**config.mk**
```make
export PLATFORM = sky130hd
export DESIGN_NAME = chunk_stage
export DESIGN_NICKNAME = d
export VERILOG_FILES = /design/src/rtl/chunk_stage.sv
export SDC_FILE = /design/constraint.sdc
export NUM_CORES = 1
export LEC_CHECK = 0
export ABC_AREA = 0
export BUFFER_PORTS_ARGS = -buffer_cell sky130_fd_sc_hd__buf_2
export CAP_MARGIN = 20
export CORE_UTILIZATION = 35
export DETAILED_ROUTE_END_ITERATION = 8
export PLACE_DENSITY_LB_ADDON = 0.1
export RECOVER_POWER = 100
export SLEW_MARGIN = 30
export SYNTH_ARGS = -nofsm -noshare
export SYNTH_HDL_FRONTEND = slang
export SYNTH_SLANG_ARGS = --single-unit
export TNS_END_PERCENT = 30
```
**constraint.sdc**
```tcl
create_clock -name clk -period 21.9 [get_ports clk]
set_clock_uncertainty 0.15 [all_clocks]
set_input_delay 3.285 -clock clk [delete_from_list [all_inputs] [get_ports clk]]
set_output_delay 3.285 -clock clk [all_outputs]
set_load 0.02 [all_outputs]
```
**src/rtl/chunk_stage.sv**
```systemverilog
module chunk_stage #(
  parameter int CW   = 64,
  parameter int MAXC = 8,
  parameter int EW   = 16,
  parameter int FW   = 4,
  parameter int IW   = 2,
  parameter int GW   = 8
) (
  input  logic                          clk,
  input  logic                          rst_n,
  input  logic                          in_valid,
  output logic                          in_ready,
  input  logic [CW-1:0]                 in_data,
  input  logic [$clog2(MAXC+1)-1:0]     in_len,
  input  logic [$clog2(MAXC+1)-1:0]     in_wp,
  input  logic                          in_sign,
  input  logic [FW-1:0]                 in_flags,
  input  logic [EW-1:0]                 in_exp,
  input  logic [IW-1:0]                 in_ib,
  input  logic [GW-1:0]                 in_gb,
  output logic                          out_valid,
  input  logic                          out_ready,
  output logic [CW-1:0]                 out_data,
  output logic [$clog2(MAXC+1)-1:0]     out_len,
  output logic                          out_last,
  output logic                          out_sign,
  output logic [FW-1:0]                 out_flags,
  output logic [EW-1:0]                 out_exp,
  output logic [IW-1:0]                 out_ib,
  output logic [GW-1:0]                 out_gb
);
  localparam int LW  = $clog2(MAXC+1);
  localparam int IXW = (MAXC > 1) ? $clog2(MAXC) : 1;

  logic [CW-1:0] mbuf [MAXC];
  logic          draining;
  logic [LW-1:0] cnt, len_q, olen_q;
  logic          sign_q;
  logic [FW-1:0] flags_q;
  logic [EW-1:0] exp_q;
  logic [IW-1:0] ib_q;
  logic [GW-1:0] gb_q;

  wire           first    = (cnt == '0);
  wire [LW-1:0]  eff_len  = first ? in_len : len_q;
  wire [LW-1:0]  req_olen = (in_wp < in_len) ? in_wp : in_len;
  wire           in_fire  = in_valid && in_ready;
  wire           out_fire = out_valid && out_ready;
  wire           in_final = in_fire && ((cnt + LW'(1)) == eff_len);
  wire           clamped  = (olen_q < len_q);

  assign in_ready  = !draining;
  assign out_valid = draining;
  assign out_last  = draining && ((cnt + LW'(1)) == olen_q);
  assign out_data  = mbuf[cnt[IXW-1:0]];
  assign out_len   = olen_q;
  assign out_sign  = sign_q;
  assign out_flags = flags_q;
  assign out_exp   = exp_q;
  assign out_ib    = ib_q;
  assign out_gb    = clamped ? mbuf[olen_q[IXW-1:0]][CW-1 -: GW] : gb_q;

  always_ff @(posedge clk)
    if (in_fire) mbuf[cnt[IXW-1:0]] <= in_data;

  always_ff @(posedge clk) begin
    if (!rst_n) begin
      draining <= 1'b0;
      cnt      <= '0;
      len_q    <= '0;
      olen_q   <= '0;
      sign_q   <= 1'b0;
      flags_q  <= '0;
      exp_q    <= '0;
      ib_q     <= '0;
      gb_q     <= '0;
    end else if (in_fire) begin
      if (first) begin
        len_q   <= in_len;
        olen_q  <= req_olen;
        sign_q  <= in_sign;
        flags_q <= in_flags;
        exp_q   <= in_exp;
        ib_q    <= in_ib;
      end
      if (in_final) begin
        gb_q     <= in_gb;
        draining <= 1'b1;
        cnt      <= '0;
      end else begin
        cnt <= cnt + LW'(1);
      end
    end else if (out_fire) begin
      if (out_last) begin
        draining <= 1'b0;
        cnt      <= '0;
      end else begin
        cnt <= cnt + LW'(1);
      end
    end
  end

  p_legal_len_r2: assert property (@(posedge clk) disable iff (!rst_n)
    (in_fire && first) |-> (in_len != '0 && in_len <= LW'(MAXC) &&
                            in_wp != '0 && in_wp <= LW'(MAXC)));

  p_len_range_r3: assert property (@(posedge clk) disable iff (!rst_n)
    out_valid |-> (out_len != '0 && out_len <= LW'(MAXC)));

  p_hold_r7: assert property (@(posedge clk) disable iff (!rst_n)
    (out_valid && !out_ready) |=> (out_valid && $stable(out_data) &&
      $stable(out_len) && $stable(out_gb) && $stable(out_last) && $stable(out_exp)));

  p_reopen_r6: assert property (@(posedge clk) disable iff (!rst_n)
    (out_fire && out_last) |=> (in_ready && !out_valid));

  p_fill_done_r9: assert property (@(posedge clk) disable iff (!rst_n)
    in_final |=> out_valid);

  p_hdr_ignore_r8: assert property (@(posedge clk) disable iff (!rst_n)
    (in_fire && !first) |=> ($stable(out_sign) && $stable(out_flags) &&
                             $stable(out_exp) && $stable(out_ib) && $stable(out_len)));
endmodule

```
==> flow_summary_export.csv <==
group,metric,value,unit
synthesis,yosys.area.top_type,"edfxtp_1",
global_route,grt_pass1_wl,73.9,mm
setup_path,crit_path_start_kind,"flip-flop",
min_path,hold_path_class,"reg2reg",
final_layout,drive_above_1_share,0.260,
synthesis,post-synth-top-count-cell,"edfxtp_1",
setup_path,crit_chain,"clkbuf_1, clkbuf_1, mux4_2, mux2_1, buf_2",
global_route,met3_usage,0.0354,
final_layout,multiInputGateArea,0.00527,mm²
synthesis,syn_inst,1045,
setup_path,r2r_slack,16.06,ns
detailed_routing,vias_per_cell,4.86,
setup_path,cp.depth,5,
detailed_routing,drt-initial-drc-count,622,
clock_network,cts_made_buffers,61,
clock_network,h-tree-depth,2,
setup_path,path_common_cell,"clkbuf_1",
min_path,min_to,"out_exp[1]",
min_path,worstHoldPathCells,2,
global_route,grt_max_degree,55,
die,die_w,252,µm
detailed_routing,ant_nets,0,
sta,fin_tns_setup,0,ns
sta,setup_ws,11.06,ns
synthesis,synth_edf_count,512,
power,worst_ir_drop_vdd,0.0633,mV
global_route,met2_usage,0.270,
synthesis,yosysSeqAreaShare,0.747,
die,coreArea,0.0618,mm²
synthesis,netlist_top_cells_count,"edfxtp_1 (512), mux4_2 (144), nand2_1 (69)",
synthesis,yosysUniqueCellTypes,33,
setup_path,slowest_delay,2.45,ns
power,power,2.70,mW
sta,max_freq,92.3,MHz
synthesis,synth_top_area_frac,0.702,
global_route,grt_pass1_vias,11400,
sta,period_minus_slack,10.84,ns
sta,setup_viol,0,
sta,tightest_slew,4.32,ns
min_path,worstHoldStart,"out_exp[1]",
outcome,violations,"max-capacitance violations, max-slew violations",
global_route,gr-total-overflow,0,
clock_network,cts_tree,"yes",
placed_design,port_buffers,208,
clock_network,path_clk_slew,0.06,ns
final_layout,n_fill_cell,5555,
setup_path,end_kind,"output pin",
global_route,grt_use_total,0.157,
setup_path,worst_ep_required_time,18.47,ns
clock_network,clockBufferDepth,3,
clock_network,cts_hold_buf,0,
synthesis,syn_avg_cell_area,21.0,µm²
setup_path,reg2regPathDepth,3,
placed_design,dp_hpwl,27.1,mm
die,dieHeight,252,µm
placed_design,placed_cell_area,0.0240,mm²
die,start_util,0.354,
detailed_routing,wl_per_cell,22.7,µm
final_layout,design_area,0.0256,mm²
synthesis,ys_seq_elements,562,
sta,rsz0062_at_grt,"no",
setup_path,arrival,7.40,ns
detailed_routing,drc,0,
setup_path,critical_path_class,"reg2out",
placed_design,place.gp.congestion,0.700,
placed_design,post-place-ws,15.61,ns
clock_network,cts_setup_buffers,0,
synthesis,syn_nets,1160,
die,fp-row-count,91,
sta,finalMaxSlewViolations,631,
detailed_routing,num_vias,10600,
global_route,antenna_found_initial,4,
detailed_routing,wirelength,49.3,mm
setup_path,r2r_start,"cnt[0]",
final_layout,nets,1398,
die,ioPinCount,209,
job,maxCapViolCount,18,
clock_network,clkSinkCount,562,
synthesis,synthFlopType,"edfxtp_1",
sta,relSlewSlack,-1.88,
setup_path,cpMaxStageDelayCell,"clkbuf_1",
final_layout,area_growth,16.8,%
detailed_routing,first_pass_iters,4,
sta,hold_violations,0,
power,p_leak,8.00,nW
clock_network,clk_latency,0.60,ns
final_layout,n_antenna_cell,0,
die,dieArea,0.0636,mm²
global_route,use_met1,0.201,
final_layout,fin_util,0.414,
synthesis,async_reset_ff_frac,0,
synthesis,ys_top_cells_by_area,"edfxtp_1 (70%), mux4_2 (15%), dfxtp_1 (4.6%), mux2_2 (3.3%), nand2_1 (1.2%)",
outcome,status,"finished, violations left",
clock_network,cts-resized-gates,0,
setup_path,cp_max_fo,37,
synthesis,yosysWarningCount,0,
setup_path,cp_top_family,"buffers and inverters",
power,power_density,105,mW/mm²
setup_path,reg2reg_to,"mbuf[5][61]",
global_route,grt-busiest-layer,"met2",
sta,period_share,0.495,
setup_path,critPathBufInv,3,
final_layout,regArea,0.0164,mm²
clock_network,root_buffer,"clkbuf_16",
synthesis,syn_area,0.0219,mm²
-- metal layers --
layer  routed length, µm  share of wire
met3                2580          0.052
met5                  31        0.00063
met1               21100           0.43
met4                 850          0.017
met2               24700           0.50
-- through the flow --
stage	hold slack, ns	instances
finish	0.312	2170
global route	0.338	2170
CTS	0.315	2170
detailed placement	0.307	2057
global placement	0.299	2056
floorplan	0.293	1045
-- tightest hold or removal path: stages (launching register included) --
cell	delay, ns
dfxtp_1	0.30
nand2_1	0.05
a21boi_0	0.06
-- layout make-up --
type	instances	share of cell area
Sequential cell	562	0.640
Multi-Input combinational cell	413	0.206
Clock buffer	77	0.0620
Tap cell	837	0.0409
Timing Repair Buffer	231	0.0370
Clock inverter	36	0.0117
Inverter	14	0.00205
-- state kept, by name (all words and copies together) (netlist names), named ones only --
name / cells
cnt: 4
out_sign: 1
gb_q: 8
out_ib: 2
out_len: 4
out_exp: 16
len_q: 4
out_valid: 1
mbuf: 512
out_flags: 4
-- worst max path at each step --
stage              start  slack (ns)           end
6_report       flip-flop       11.06  out_data[59]
5_1_grt        flip-flop        10.0  out_data[63]
4_1_cts        flip-flop       14.94  out_data[60]
3_5_place_dp   flip-flop       15.61  out_data[63]
3_3_place_gp   flip-flop       15.30  out_data[42]
2_1_floorplan   in_valid       11.70    mbuf[2][0]
-- report_power, final --
group          switching (mW)  internal [mW]
combinational           0.265          0.193
sequential             0.0315           1.23
clock                   0.406          0.568
-- kinds of logic (layout without fill, tap and decap cells) --
| logic type | count (synthesis) | in the layout | synth area share |
|---|---|---|---|
| compound gates | 54 | 54 | 0.0175 |
| flops | 562 | 562 | 0.747 |
| buf+inv | 70 | 358 | 0.0128 |
| simple gates | 110 | 110 | 0.0224 |
| xor+xnor | 11 | 11 | 0.00440 |
| mux | 230 | 230 | 0.191 |
| fa+ha+maj | 8 | 8 | 0.00457 |
-- cell usage in the layout, fill, tap and decap left out, drive strengths merged --
master and n:
edfxtp 512, nand2b 2, a211o 1, bufinv 5, nand4 1, mux4 144
a21o 2, o211a 4, clkbuf 252, mux2i 22, dfxtp 50, mux2 64
nor3b 1, a21oi 12, buf 56, clkinvlp 2, nand2 69, ha 8
and2 2, inv 16, nor2b 10, o22ai 1, xor2 4, a21boi 28
xnor2 7, clkinv 27, nor3 5, or4 1, a41oi 1, nand3 7
o211ai 1, nor2 11, nor4 1, o21ai 4
Note: power is estimated with default switching activity, not from simulation.
